===== config.mk =====
export PLATFORM = sky130hd
export DESIGN_NAME = cmp_event_gen
export DESIGN_NICKNAME = d
export VERILOG_FILES = /design/src/rtl/cmp_evt_pkg.sv /design/src/rtl/cmp_timebase.sv /design/src/rtl/cmp_evt_channel.sv /design/src/rtl/cmp_event_gen.sv
export SDC_FILE = /design/constraint.sdc
export NUM_CORES = 1
export LEC_CHECK = 0
export ABC_AREA = 1
export BUFFER_PORTS_ARGS = -buffer_cell sky130_fd_sc_hd__buf_2
export CELL_PAD_IN_SITES_DETAIL_PLACEMENT = 1
export CELL_PAD_IN_SITES_GLOBAL_PLACEMENT = 1
export CORE_MARGIN = 3
export CORE_UTILIZATION = 43
export CTS_CLUSTER_SIZE = 24
export DETAILED_ROUTE_END_ITERATION = 10
export GPL_TIMING_DRIVEN = 0
export PLACE_DENSITY_LB_ADDON = 0.15
export SLEW_MARGIN = 20
export SYNTH_ARGS = -nofsm -noshare
export SYNTH_HDL_FRONTEND = slang
export SYNTH_HIERARCHICAL = 1
export SYNTH_SLANG_ARGS = --single-unit
export TNS_END_PERCENT = 50

===== constraint.sdc =====
create_clock -name clk -period 3.2 [get_ports clk]
set_clock_uncertainty 0.05 [all_clocks]
set_input_delay 0.48 -clock clk [delete_from_list [all_inputs] [get_ports clk]]
set_output_delay 0.48 -clock clk [all_outputs]
set_load 0.02 [all_outputs]

===== src/rtl/cmp_evt_pkg.sv =====
package cmp_evt_pkg;

    typedef enum logic [1:0] {
        TB_IDLE = 2'd0,
        TB_UP   = 2'd1,
        TB_DOWN = 2'd2
    } tb_state_e;

    typedef enum logic [1:0] {
        CM_UP     = 2'd0,
        CM_DOWN   = 2'd1,
        CM_UPDOWN = 2'd2,
        CM_HOLD   = 2'd3
    } cnt_mode_e;

    typedef enum logic [1:0] {
        LD_ZERO   = 2'd0,
        LD_PERIOD = 2'd1,
        LD_EITHER = 2'd2,
        LD_NONE   = 2'd3
    } ld_mode_e;

    // Decide whether a shadow-to-active transfer happens this cycle
    function automatic logic load_hit(ld_mode_e mode, logic at_zero, logic at_prd);
        logic hit;
        unique case (mode)
            LD_ZERO:   hit = at_zero;
            LD_PERIOD: hit = at_prd;
            LD_EITHER: hit = at_zero | at_prd;
            default:   hit = 1'b0;
        endcase
        return hit;
    endfunction

endpackage


===== src/rtl/cmp_timebase.sv =====
module cmp_timebase
    import cmp_evt_pkg::*;
#(
    parameter int CNT_W = 16
) (
    input  logic             clk,
    input  logic             rst_n,
    input  logic             run,
    input  logic [1:0]       count_mode,
    input  logic [CNT_W-1:0] period,
    output logic [CNT_W-1:0] cnt,
    output logic             running,
    output logic             dir_dn,
    output logic             at_zero,
    output logic             at_prd
);

    tb_state_e        st_q, st_nxt;
    logic [CNT_W-1:0] cnt_q, cnt_nxt;
    cnt_mode_e        mode_e;
    logic             go;
    logic             prd_zero;

    assign mode_e   = cnt_mode_e'(count_mode);
    assign go       = run && (mode_e != CM_HOLD);
    assign prd_zero = (period == '0);

    // State and counter register
    always_ff @(posedge clk) begin
        if (!rst_n) begin
            st_q  <= TB_IDLE;
            cnt_q <= '0;
        end else begin
            st_q  <= st_nxt;
            cnt_q <= cnt_nxt;
        end
    end

    // Transition logic
    always_comb begin
        st_nxt  = st_q;
        cnt_nxt = cnt_q;
        if (!go) begin
            st_nxt = TB_IDLE;
        end else begin
            unique case (mode_e)
                CM_UP: begin
                    st_nxt  = TB_UP;
                    cnt_nxt = (cnt_q >= period) ? '0 : cnt_q + 1'b1;
                end
                CM_DOWN: begin
                    st_nxt  = TB_DOWN;
                    cnt_nxt = ((cnt_q == '0) || (cnt_q > period)) ? period : cnt_q - 1'b1;
                end
                CM_UPDOWN: begin
                    if (st_q == TB_DOWN) begin
                        if (cnt_q == '0) begin
                            st_nxt  = TB_UP;
                            cnt_nxt = prd_zero ? '0 : {{(CNT_W-1){1'b0}}, 1'b1};
                        end else begin
                            st_nxt  = TB_DOWN;
                            cnt_nxt = cnt_q - 1'b1;
                        end
                    end else begin
                        if (cnt_q >= period) begin
                            st_nxt  = prd_zero ? TB_UP : TB_DOWN;
                            cnt_nxt = prd_zero ? '0 : period - 1'b1;
                        end else begin
                            st_nxt  = TB_UP;
                            cnt_nxt = cnt_q + 1'b1;
                        end
                    end
                end
                default: begin
                    st_nxt = TB_IDLE;
                end
            endcase
        end
    end

    // Outputs decoded from the state
    always_comb begin
        unique case (st_q)
            TB_UP: begin
                running = 1'b1;
                dir_dn  = 1'b0;
            end
            TB_DOWN: begin
                running = 1'b1;
                dir_dn  = 1'b1;
            end
            default: begin
                running = 1'b0;
                dir_dn  = 1'b0;
            end
        endcase
        cnt     = cnt_q;
        at_zero = running && (cnt_q == '0);
        at_prd  = running && (cnt_q == period);
    end

endmodule


===== src/rtl/cmp_evt_channel.sv =====
module cmp_evt_channel
    import cmp_evt_pkg::*;
#(
    parameter int CNT_W = 16
) (
    input  logic             clk,
    input  logic             rst_n,
    input  logic             imm,
    input  logic [1:0]       ld_mode,
    input  logic             wr_en,
    input  logic [CNT_W-1:0] wr_data,
    input  logic             running,
    input  logic             at_zero,
    input  logic             at_prd,
    input  logic             dir_dn,
    input  logic [CNT_W-1:0] cnt,
    input  logic [CNT_W-1:0] period,
    output logic [CNT_W-1:0] act_val,
    output logic [CNT_W-1:0] shd_val,
    output logic [CNT_W-1:0] rd_val,
    output logic             evt,
    output logic             evt_dn
);

    logic [CNT_W-1:0] act_q, shd_q;
    logic             xfer;

    assign xfer = load_hit(ld_mode_e'(ld_mode), at_zero, at_prd);

    always_ff @(posedge clk) begin
        if (!rst_n) begin
            act_q <= '0;
            shd_q <= '0;
        end else if (imm) begin
            if (wr_en) act_q <= wr_data;
        end else begin
            // transfer uses the shadow content from before any write this cycle
            if (xfer)  act_q <= shd_q;
            if (wr_en) shd_q <= wr_data;
        end
    end

    always_comb begin
        evt     = running && (cnt == act_q) && (act_q <= period);
        evt_dn  = evt && dir_dn;
        rd_val  = imm ? act_q : shd_q;
        act_val = act_q;
        shd_val = shd_q;
    end

endmodule


===== src/rtl/cmp_event_gen.sv =====
module cmp_event_gen #(
    parameter int CNT_W  = 16,
    parameter int NUM_CH = 2,
    localparam int CTL_W = NUM_CH * 3
) (
    input  logic             clk,
    input  logic             rst_n,
    input  logic             run,
    input  logic [1:0]       count_mode,
    input  logic [CNT_W-1:0] period,
    input  logic [CTL_W-1:0] ctl,
    input  logic             wr_en,
    input  logic             wr_sel,
    input  logic [CNT_W-1:0] wr_data,
    input  logic             rd_sel,
    output logic [CNT_W-1:0] rd_data,
    output logic [CNT_W-1:0] cnt,
    output logic             cnt_dn,
    output logic             evt_a,
    output logic             evt_a_dn,
    output logic             evt_b,
    output logic             evt_b_dn
);

    logic                        running, at_zero, at_prd;
    logic [NUM_CH-1:0][CNT_W-1:0] act_v, shd_v, rd_v;
    logic [NUM_CH-1:0]            evt_v, evt_dn_v;

    cmp_timebase #(.CNT_W(CNT_W)) u_tb (
        .clk        (clk),
        .rst_n      (rst_n),
        .run        (run),
        .count_mode (count_mode),
        .period     (period),
        .cnt        (cnt),
        .running    (running),
        .dir_dn     (cnt_dn),
        .at_zero    (at_zero),
        .at_prd     (at_prd)
    );

    for (genvar ch = 0; ch < NUM_CH; ch++) begin : g_ch
        cmp_evt_channel #(.CNT_W(CNT_W)) u_ch (
            .clk     (clk),
            .rst_n   (rst_n),
            .imm     (ctl[ch]),
            .ld_mode (ctl[NUM_CH + 2*ch +: 2]),
            .wr_en   (wr_en && (wr_sel == 1'(ch))),
            .wr_data (wr_data),
            .running (running),
            .at_zero (at_zero),
            .at_prd  (at_prd),
            .dir_dn  (cnt_dn),
            .cnt     (cnt),
            .period  (period),
            .act_val (act_v[ch]),
            .shd_val (shd_v[ch]),
            .rd_val  (rd_v[ch]),
            .evt     (evt_v[ch]),
            .evt_dn  (evt_dn_v[ch])
        );
    end

    assign rd_data  = rd_v[rd_sel];
    assign evt_a    = evt_v[0];
    assign evt_a_dn = evt_dn_v[0];
    assign evt_b    = evt_v[1];
    assign evt_b_dn = evt_dn_v[1];

endmodule


==> summary.txt, run 1 <==
=========================================================================================
Result of the run                                                            finished, final reports clean
Mean cell area of the mapped netlist                                            6.16 um^2
Residual DRC count                                                                      0
Layout overhead on the synthesized area                                             12.5%
DR WL/cell                                                                        20.5 um
CORE AREA                                                                     18,200 um^2
Cell leakage power                                                             0.00463 uW
Full die area                                                                 20,400 um^2
Gp weighted congestion                                                              0.954
Int Pwr                                                                           2290 uW
Most area-consuming cells after synthesis                                    dfxtp_1 20%, nand2_1 18%, ha_1 9.1%, nor2_1 6.7%, inv_1 5.8%
Worst hold path type                                                            in -> reg
Sequential element share of the synthesized area                                    20.3%
Clock tree from TritonCTS                                                             yes
Count of endpoints failing hold in the final timing report                              0
Max Clock Freq                                                                    333 MHz
Final Max Slew Viols                                                                    0
Critical path data arrival time                                                   3.17 ns
CTS Sinks                                                                              82
Post-Route WL                                                                   33,400 um
Mapped cell area                                                                8070 um^2
Die extent in x                                                                    143 um
CTS Root Buffer Type                                                            clkbuf_16
Number of flops mapped to enable cells by yosys                                         0
DPL Wire Length                                                                 26,500 um
Antenna violations before repair                                                        0
Hold-fix buffer count after cts                                                         0
Kind of end point of the critical path                                               flop
Vert. Die Dim                                                                      143 um
Fraction of final layout cells sized beyond drive strength 1                        13.9%
Peak ir drop on the vdd network                                                  0.252 mV
Post-synthesis cell count                                                           1,309
Final Power                                                                       3740 uW
Total I/O pin count                                                                    83
Initial cell density of the core                                                    44.3%
Final-stage net count                                                               1,504
Count of inserted antenna diode cells                                                   0
Synthesis Warnings                                                                      6
Gates resized, CTS repair                                                               0
Number of DRC markers after the initial detailed-route iteration                      710
Final-layout fill cell count                                                        2,590
Count of cell types in the netlist                                                     44
Number of max-cap violations                                                            0
Count of port buffers added during placement                                           79
Fin crit period                                                                   3.01 ns
Setup TNS Final                                                                      0 ns
Standard-cell rows                                                                     49
Clock Tree Buf Depth                                                                    2
Critical setup path kind                                                       reg -> reg
Unrepaired setup endpoints after global routing                                     false
Slew at the pin with the worst max-slew slack                                    0.906 ns
Maximum net fanout on the critical path                                                13
Most frequent cell after synthesis                                                nand2_1
Placement Cell Area                                                             8750 um^2
First-pass DRT Iterations                                                               5
Cell Pwr Density                                                              412 nW/um^2
Post-route standard cell area excluding fillers                                 9080 um^2
Number of standard cells in the layout, taps in and fillers out                     1,633
Wire length of the first global-routing pass                                    51,700 um
Proportion of register bits with asynchronous set or reset after synthesis             0%
Portion of the clock cycle consumed by the worst path in the final layout           94.0%
Remaining global-route overflow                                                         0
List of most frequent post-synthesis cells                                   387 x nand2_1, 144 x nor2_1, 124 x inv_1
Critical path startpoint category                                                    flop
Clock slew seen by the registers of the worst setup and hold paths                0.06 ns
Via count of the first global-routing pass                                          9,224
Number of failing setup endpoints in the final timing report                            0
Post-CTS Setup Bufs                                                                     0
Seq cells post-synth                                                                   82
Post-Syn Nets                                                                       1,414
Clock buffers created by TritonCTS                                                      9
Worst-Skew Late Latency                                                           0.34 ns
Combinational share of power                                                        36.4%
Average vias per placed instance                                                     5.70
Power share of the clock group                                                      31.0%
DR vias                                                                             9,300
Main synth FF type                                                                dfxtp_1
# placed instances                                                                  1,617
Proportion of netlist area held by the largest area contributor                     20.3%
Switching power total                                                             1450 uW
Sw frac                                                                             38.8%
Global routing usage summed across all routing layers                               32.6%
Pin count of the biggest net entering global routing                                   16
Critical Path RT                                                                  3.36 ns
Clock H-tree levels                                                                     3
Part of the total power dissipated in sequential elements                           32.7%
Normalized max-slew margin                                                          39.5%
Final antenna-violating net count                                                       0
Yosys top cell by area                                                            dfxtp_1
=========================================================================================
-- logic make-up (layout without fill, tap and decap cells) --
kind of cell,count (synthesis),count (layout),synth area share (%)
AOI/OAI and AO/OA,245,245,17.1
xor gates and xnor gates,45,45,4.88
adders and majority gates,59,59,9.15
buffers and inverters,191,286,11.3
DFF,82,82,20.3
and+or+nand+nor,687,687,37.1
-- worst max-delay path, stage by stage (launching register included) --
cell and delay, ns:
dfxtp_1 0.82, ha_1 0.25, nand2_1 0.07, inv_2 0.06, nand3_1 0.11, nor2_4 0.15, nand3_4 0.13, buf_2 0.24
nor2_1 0.16, nand3_1 0.14, a22oi_4 0.24, buf_2 0.33, a21oi_1 0.12
-- layout by cell type, fill, tap and decap left out, drive strengths merged --
cell,n
o21a,1
o21ai,108
bufinv,2
or2,7
a21o,3
buf,119
nand3b,3
a22oi,2
xor2,27
a21boi,35
inv,132
dfxtp,82
nor3,7
clkbuf,31
ha,59
nand3,86
xnor2,18
nor2,162
nand2,400
o22ai,4
nor3b,1
nand4,21
a21oi,92
clkinv,2
-- flip-flops by register name, summed over array words and instances (netlist names) --
name,cells
g_ch.u_ch/act_val,32
g_ch.u_ch/shd_val,32
u_tb/cnt,16
u_tb/st_q,2
-- path summary, 6_finish.rpt --
kind	start	to	slack, ns	cells after the start
max reg2reg	u_tb/cnt[11]	g_ch[1].u_ch/act_val[12]	0.19	12
max	u_tb/cnt[11]	g_ch[1].u_ch/act_val[12]	0.19	12
min reg2reg	g_ch[0].u_ch/shd_val[9]	g_ch[0].u_ch/shd_val[9]	0.46	2
min	wr_data[12]	g_ch[1].u_ch/shd_val[12]	0.37	3
-- routing by layer --
layer | part of all wire, % | vias up | global-route usage (%)
met3 | 7.2 | 53 | 5.49
met1 | 47 | 4508 | 47.6
met2 | 43 | 339 | 50.4
met5 | 0 | - | 0
met4 | 2.2 | 0 | 7.35
li1 | - | 4400 | -
-- metrics by stage --
step | hold slack, ns | setup WS [ns] | utilization (%)
after CTS | 0.362 | 0.252 | 49.9
after floorplan | 0.415 | 0.776 | -
after global routing | 0.369 | 0.0573 | 49.9
after detailed placement | 0.451 | 0.236 | 48.1
final | 0.366 | 0.193 | 49.9
after global placement | 0.437 | 0.270 | 48.1
-- power groups by stage --
stage	registers (uW)	clock network (uW)	logic, uW
4_1_cts	1220	1170	1330
6_report	1220	1160	1360
3_3_place_gp	1240	0	1280
3_5_place_dp	1240	0	1320
2_1_floorplan	1190	0	913
5_1_grt	1230	1220	1500
-- final cells by class --
type	instances	area, um^2	share of cell area, %
Buffer	59	414	4.56
Clock buffer	12	256	2.82
Clock inverter	4	73.8	0.813
Inverter	132	500	5.51
Multi-Input combinational cell	1036	5510	60.7
Sequential cell	82	1640	18.1
Tap cell	229	287	3.16
Timing Repair Buffer	79	395	4.35
Note: power is estimated with default switching activity, not from simulation.
==> inputs of run 2 (changes only) <==
Settings changed: MAX_ROUTING_LAYER set to met4.
==> run 2 against run 1 <==
  * Maximum frequency shrank 0.15%
  * Register-to-register slack is essentially flat
  * Worst hold slack improved by 0.012 ns
  * Sequential share of layout area about the same
  * Global-route usage is 1.1 points higher
  * Via count shrank 0.55%
  * Cell area rose by 0.14%
  * Sequential cell count did not move
  * Routed wire length increased by 0.75%
  * Combinational power about the same
  * Largest cell class unchanged
==> summary.txt, run 2 (synthesized netlist as in run 1, its figures left out) <==
========================================================================================
DR WL/cell                                                                       20.6 um   +0.75%
Portion of the clock cycle consumed by the worst path in the final layout          94.1%   +0.14 points
Layout overhead on the synthesized area                                            12.7%
Number of max-cap violations                                                           0   unchanged
Gate family responsible for the most delay along the worst path               flip-flops
Combinational share of power                                                       36.0%   -0.4 points
Normalized max-slew margin                                                         45.4%   +5.9 points
Via count of the first global-routing pass                                         9,271   +0.51%
Pin count of the biggest net entering global routing                                  16   unchanged
Clock Tree Buf Depth                                                                   2   unchanged
Clock buffers created by TritonCTS                                                     9   unchanged
Count of endpoints failing hold in the final timing report                             0   unchanged
Number of failing setup endpoints in the final timing report                           0   unchanged
Standard-cell rows                                                                    49   unchanged
Maximum net fanout on the critical path                                               13   unchanged
CTS Sinks                                                                             82   unchanged
Count of port buffers added during placement                                          79   unchanged
Clock tree from TritonCTS                                                            yes
Antenna violations before repair                                                       0   unchanged
Critical Path RT                                                                 3.36 ns   about the same
Remaining global-route overflow                                                        0   unchanged
First-pass DRT Iterations                                                              5   unchanged
Total I/O pin count                                                                   83   unchanged
Crit path cell chain                                                        ha_1, nand4_2, nor2_4, nand3_4, buf_2, nor2_1, nand3_1, a22oi_4, buf_2, a21oi_1
Part of the total power dissipated in sequential elements                          32.2%   -0.5 points
Worst hold path type                                                           in -> reg
Final hold slack                                                                0.378 ns   +0.0120 ns
Switching power total                                                            1470 uW   +1.5%
Commonest non-fill, non-tap cells in the layout                             387 x nand2_1, 144 x nor2_1, 124 x inv_1
Count of inserted antenna diode cells                                                  0   unchanged
Number of buffer and inverter stages on the critical path                              2   -1
Clock slew seen by the registers of the worst setup and hold paths               0.06 ns   about the same
Result of the run                                                           finished, final reports clean
Cell leakage power                                                            0.00463 uW   about the same
CTS Root Buffer Type                                                           clkbuf_16
Commonest non-fill, non-tap cell in the layout                                   nand2_1
Post-Route WL                                                                  33,600 um   +0.75%
Final worst slack                                                               0.188 ns   -0.00439 ns
Post-Place Setup Slack                                                          0.181 ns   -0.0550 ns
Int Pwr                                                                          2330 uW   +1.6%
Wire length of the first global-routing pass                                   52,200 um   +1.1%
Final-stage net count                                                              1,504   unchanged
Kind of end point of the critical path                                              flop
Final Power                                                                      3800 uW   +1.5%
Global routing usage summed across all routing layers                              33.8%   +1.1 points
Slew at the pin with the worst max-slew slack                                   0.818 ns   -0.0879 ns
Critical setup path kind                                                      reg -> reg
Worst-Skew Late Latency                                                          0.34 ns   about the same
Fraction of final layout cells sized beyond drive strength 1                       14.0%   +0.14 points
Unrepaired setup endpoints after global routing                                    false
DPL Wire Length                                                                26,600 um   +0.36%
Slowest stage cell on the critical path                                          dfxtp_1
Gp weighted congestion                                                             0.966   +1.3%
Final antenna-violating net count                                                      0   unchanged
Full die area                                                                20,400 um^2   unchanged
Max Clock Freq                                                                   332 MHz   -0.15%
Dominant cell type by count on the critical path                                   buf_2
Sw frac                                                                            38.8%   about the same
Critical path startpoint category                                                   flop
DR vias                                                                            9,249   -0.55%
Final Max Slew Viols                                                                   0   unchanged
Peak ir drop on the vdd network                                                 0.312 mV   +24%
Average vias per placed instance                                                    5.66   -0.55%
Hold-fix buffer count after cts                                                        0   unchanged
Crit-path max cell delay                                                         0.84 ns   +0.02 ns
CORE AREA                                                                    18,200 um^2   unchanged
Initial cell density of the core                                                   44.3%   unchanged
Power share of the clock group                                                     31.8%   +0.8 points
Vert. Die Dim                                                                     143 um   unchanged
Fin crit period                                                                  3.01 ns   +0.00439 ns
Cell Pwr Density                                                             418 nW/um^2   +1.4%
Number of DRC markers after the initial detailed-route iteration                     744   +4.8%
Clock H-tree levels                                                                    3   unchanged
Die extent in x                                                                   143 um   unchanged
Residual DRC count                                                                     0   unchanged
Critical path data arrival time                                                  3.17 ns   about the same
Setup TNS Final                                                                     0 ns   unchanged
========================================================================================
## run 2: final cells by class
class	instances	area [um^2]
multi-input combinational	1036	5510
tap	229	287
clock buffer	9	225
clock inverter	7	116
fill	2593	9110
sequential	82	1640
buffer	59	414
inverter	132	500
timing repair buffer	79	395
## run 2: timing repair
action,in CTS,in global routing
endpoints found under the setup margin,0,1
gates resized for setup,0,1
buffers inserted,0,0
## run 2: metrics by stage
step / std cells / util [%] / area (um^2)
final: 1633 / 49.9 / 9090
after floorplan: 1309 / - / 8070
after CTS: 1633 / 49.9 / 9090
after global routing: 1633 / 49.9 / 9090
after global placement: 1617 / 48.1 / 8750
after detailed placement: 1617 / 48.1 / 8750
## run 2: final timing paths
| path | from | endpoint | slack, ns | depth (start not counted) |
|---|---|---|---|---|
| setup / recovery | u_tb/cnt[13] | g_ch[0].u_ch/act_val[11] | 0.19 | 10 |
| hold reg to reg | g_ch[0].u_ch/shd_val[9] | g_ch[0].u_ch/shd_val[9] | 0.46 | 2 |
| setup reg to reg | u_tb/cnt[13] | g_ch[0].u_ch/act_val[11] | 0.19 | 10 |
| hold / removal | wr_data[2] | g_ch[1].u_ch/shd_val[2] | 0.38 | 3 |
## run 2: worst min-delay path, delay by kind of cell
family | cells | cell delay (ns)
and+or+nand+nor | 2 | 0.13
buffers and inverters | 1 | 0.12
## run 2: power by group through the flow
| stage | sequential [uW] | clock, uW | combinational [uW] |
|---|---|---|---|
| after floorplan | 1190 | 0 | 913 |
| after global placement | 1240 | 0 | 1280 |
| after detailed placement | 1240 | 0 | 1320 |
| after CTS | 1220 | 1220 | 1340 |
| after global routing | 1230 | 1260 | 1500 |
| final | 1220 | 1210 | 1370 |
## run 2: layer usage
layer,global-route usage [%],up-vias,routed length (um)
met5,-,-,0
met4,5.65,0,495
met3,3.18,40,1840
met2,52.8,307,15000
met1,48.2,4508,16300
li1,-,4394,-
==> inputs of run 3 (changes only) <==
Settings changed: CORE_UTILIZATION 43 to 42, HOLD_SLACK_MARGIN set to 0.05, SYNTH_HIERARCHICAL 1 to not set.
==> run 3 against run 2 <==
  * Maximum frequency shrank 1.8%
  * Critical path depth shrank 1
  * Sequential share of layout area grew 0.65 points
  * Register-to-register slack gained 0.34 ns
  * Cell area shrank 3.5%
  * Via count shrank 5.5%
  * Synthesized area shrank 4.4%
  * Die area shrank 2.0%
  * Largest cell class unchanged
  * Combinational power shrank 5%
  * Global-route usage shrank 3.5 points
  * Worst setup slack lost 0.054 ns
==> summary.txt, run 3 <==
=========================================================================================
Minimum setup slack among reg-to-reg paths                                        0.53 ns   +0.34 ns
Full die area                                                                 20,000 um^2   -2.0%
Initial cell density of the core                                                    43.7%   -0.62 points
Detailed route wirelength on metal2                                             14,800 um   -1.3%
Gp weighted congestion                                                              0.957   -0.97%
Final-stage net count                                                               1,443   -4.1%
CTS Sinks                                                                              82   unchanged
Critical Path RT                                                                  2.67 ns   -0.69 ns
Critical setup path kind                                                       reg -> out
Total I/O pin count                                                                    83   unchanged
Post-synthesis cell count                                                           1,248   -4.7%
Uppermost metal layer occupied by signal nets                                        met4
Fraction of final layout cells sized beyond drive strength 1                        12.5%   -1.5 points
Most area-consuming cells after synthesis                                    dfxtp_1 21%, nand2_1 14%, a21oi_1 12%, ha_1 9.2%, nand3_1 8.0%
Mapped cell area                                                                7710 um^2   -4.4%
Peak ir drop on the vdd network                                                  0.328 mV   +5.3%
Commonest non-fill, non-tap cell in the layout                                    nand2_1
Unrepaired setup endpoints after global routing                                      true
Residual DRC count                                                                      0   unchanged
Clock H-tree levels                                                                     3   unchanged
Worst Hold End                                                               u_tb.st_q[1]
Mean cell area of the mapped netlist                                            6.18 um^2   +0.29%
Utilization of the core after routing                                               49.7%   -0.25 points
Proportion of netlist area held by the largest area contributor                     21.3%   +0.93 points
Number of flops mapped to enable cells by yosys                                         0   unchanged
Via count of the first global-routing pass                                          9,237   -0.37%
DR WL/cell                                                                        18.8 um   -8.8%
List of most frequent post-synthesis cells                                   283 x nand2_1, 190 x a21oi_1, 131 x nor2_1
DPL Wire Length                                                                 23,800 um   -10%
Layout overhead on the synthesized area                                             13.7%
Number of failing setup endpoints in the final timing report                            0   unchanged
Number of DRC markers after the initial detailed-route iteration                      372   -50%
Reg-to-reg critical path startpoint                                          u_tb.cnt[15]
Normalized max-slew margin                                                          50.4%   +5.0 points
Final Power                                                                       3790 uW   -0.42%
Final antenna-violating net count                                                       0   unchanged
Clock buffers created by TritonCTS                                                      9   unchanged
CTS Root Buffer Type                                                            clkbuf_16
Clock slew seen by the registers of the worst setup and hold paths                0.07 ns   about the same
Yosys top cell by area                                                            dfxtp_1
Maximum net fanout on the critical path                                                 8   -5
Pin count of the biggest net entering global routing                                   15   -1
Hold-fix buffer count after cts                                                         0   unchanged
Number of max-cap violations                                                            0   unchanged
Min-Delay Path Depth                                                                    3   unchanged
Number of cells on the worst reg-to-reg path                                           11   +1
Sequential element share of the synthesized area                                    21.3%   +0.93 points
Standard-cell rows                                                                     48   -2.0%
Post-CTS Setup Bufs                                                                     0   unchanged
Post-Route WL                                                                   29,500 um   -12%
Cell leakage power                                                             0.00409 uW   -12%
Remaining global-route overflow                                                         0   unchanged
Count of port buffers added during placement                                           81   +2.5%
Seq cells post-synth                                                                   82   unchanged
Final Max Slew Viols                                                                    0   unchanged
Setup TNS Final                                                                      0 ns   unchanged
CORE AREA                                                                     17,700 um^2   -3.0%
Worst-Skew Late Latency                                                           0.35 ns   about the same
# placed instances                                                                  1,554   -3.9%
Final-layout fill cell count                                                        2,521   -2.8%
Count of cell types in the netlist                                                     45   +2.3%
Max Clock Freq                                                                    326 MHz   -1.8%
Kind of end point of the critical path                                        output port
DR vias                                                                             8,737   -5.5%
Critical path startpoint category                                                    flop
Wire length of the first global-routing pass                                    47,200 um   -9.6%
Clock Tree Buf Depth                                                                    2   unchanged
Synthesis Warnings                                                                      0   -6
Routed wl met3                                                                    1070 um   -42%
Count of endpoints failing hold in the final timing report                              0   unchanged
Die extent in x                                                                    142 um   -1.0%
Global routing usage summed across all routing layers                               30.3%   -3.5 points
Proportion of register bits with asynchronous set or reset after synthesis             0%   unchanged
Vert. Die Dim                                                                      142 um   -1.0%
Critical path data arrival time                                                   2.54 ns   -0.63 ns
Main synth FF type                                                                dfxtp_1
Fin crit period                                                                   3.07 ns   +0.0538 ns
Gates resized, CTS repair                                                               0   unchanged
Post-Syn Nets                                                                       1,351   -4.5%
Antenna violations before repair                                                        0   unchanged
Most frequent cell after synthesis                                                nand2_1
Met1 Routed Length                                                              12,400 um   -24%
Cell Pwr Density                                                              432 nW/um^2   +3.2%
R2r endpoint                                                                 u_tb.cnt[10]
First-pass DRT Iterations                                                               5   unchanged
Critical hold path startpoint                                                         run
Average vias per placed instance                                                     5.56   -1.7%
Number of standard cells in the layout, taps in and fillers out                     1,570   -3.9%
Result of the run                                                            finished, final reports clean
Portion of the clock cycle consumed by the worst path in the final layout           95.8%   +1.7 points
Clock tree from TritonCTS                                                             yes
Worst hold path type                                                            in -> reg
Slew at the pin with the worst max-slew slack                                    0.744 ns   -0.0737 ns
Count of inserted antenna diode cells                                                   0   unchanged
Commonest non-fill, non-tap cells in the layout                              283 x nand2_1, 190 x a21oi_1, 131 x nor2_1
=========================================================================================
==> run 3: cell types whose count changed in the layout (fill, tap and decap cells not counted), sizes merged, moves of 25 or more <==
cell / before / now
a21boi: 35 / 1
o21ai: 108 / 54
inv: 133 / 105
nand3: 86 / 126
a21oi: 92 / 200
nor2: 162 / 137
nand2: 400 / 292
==> run 3: worst max path at each step <==
stage	cells past startpoint	to	startpoint
2_1_floorplan	9	evt_b_dn	period[3]
3_3_place_gp	17	u_tb.cnt[10]	period[11]
3_5_place_dp	17	u_tb.cnt[10]	period[11]
4_1_cts	11	evt_b_dn	period[3]
5_1_grt	11	evt_b_dn	period[3]
6_report	9	evt_b_dn	u_tb.cnt[9]
==> run 3: final cells by class <==
class,instances,area [um^2],area share (%)
Multi-Input combinational cell,987,5300,60.4
Inverter,106,398,4.54
Buffer,73,382,4.35
Timing Repair Buffer,81,405,4.62
Clock inverter,7,141,1.61
Tap cell,225,282,3.21
Clock buffer,9,225,2.57
Sequential cell,82,1640,18.7
==> run 3: cells by family after synthesis <==
kind of cell,count (synthesis),synth area share [%]
and+or+nand+nor,604,34.1
AOI/OAI and AO/OA,285,20.6
buffers and inverters,179,10.1
DFF,82,21.3
adders and majority gates,57,9.24
xor gates and xnor gates,40,4.54
muxes,1,0.130
==> run 3: per-layer routing <==
layer | vias up | global-route usage [%]
li1 | 4365 | -
met1 | 4099 | 33.7
met2 | 208 | 54.6
met3 | 65 | 2.86
met4 | 0 | 13.9
met5 | - | -
==> run 3: through the flow <==
step	hold slack [ns]	instance area [um^2]	setup WS, ns
detailed placement	0.399	8400	0.152
global route	0.413	8770	-0.0182
floorplan	0.380	7710	0.640
CTS	0.377	8770	0.128
finish	0.377	8770	0.134
global placement	0.391	8400	0.207
==> run 3: report_power, final <==
group | leakage, uW | internal [uW] | switching, uW
Combinational | 0.00324 | 448 | 855
Sequential | 0.000673 | 1090 | 82.5
Clock | 0.000176 | 842 | 469
==> run 3: worst max-delay path: stages, from the launching register on <==
cell and delay (ns):
dfxtp_1 0.56, inv_1 0.25, nand2_1 0.10, o21ai_0 0.09, nor2_1 0.14, nand2_1 0.07
nor4_1 0.35, nand3_1 0.16, nor3_1 0.24, buf_2 0.22
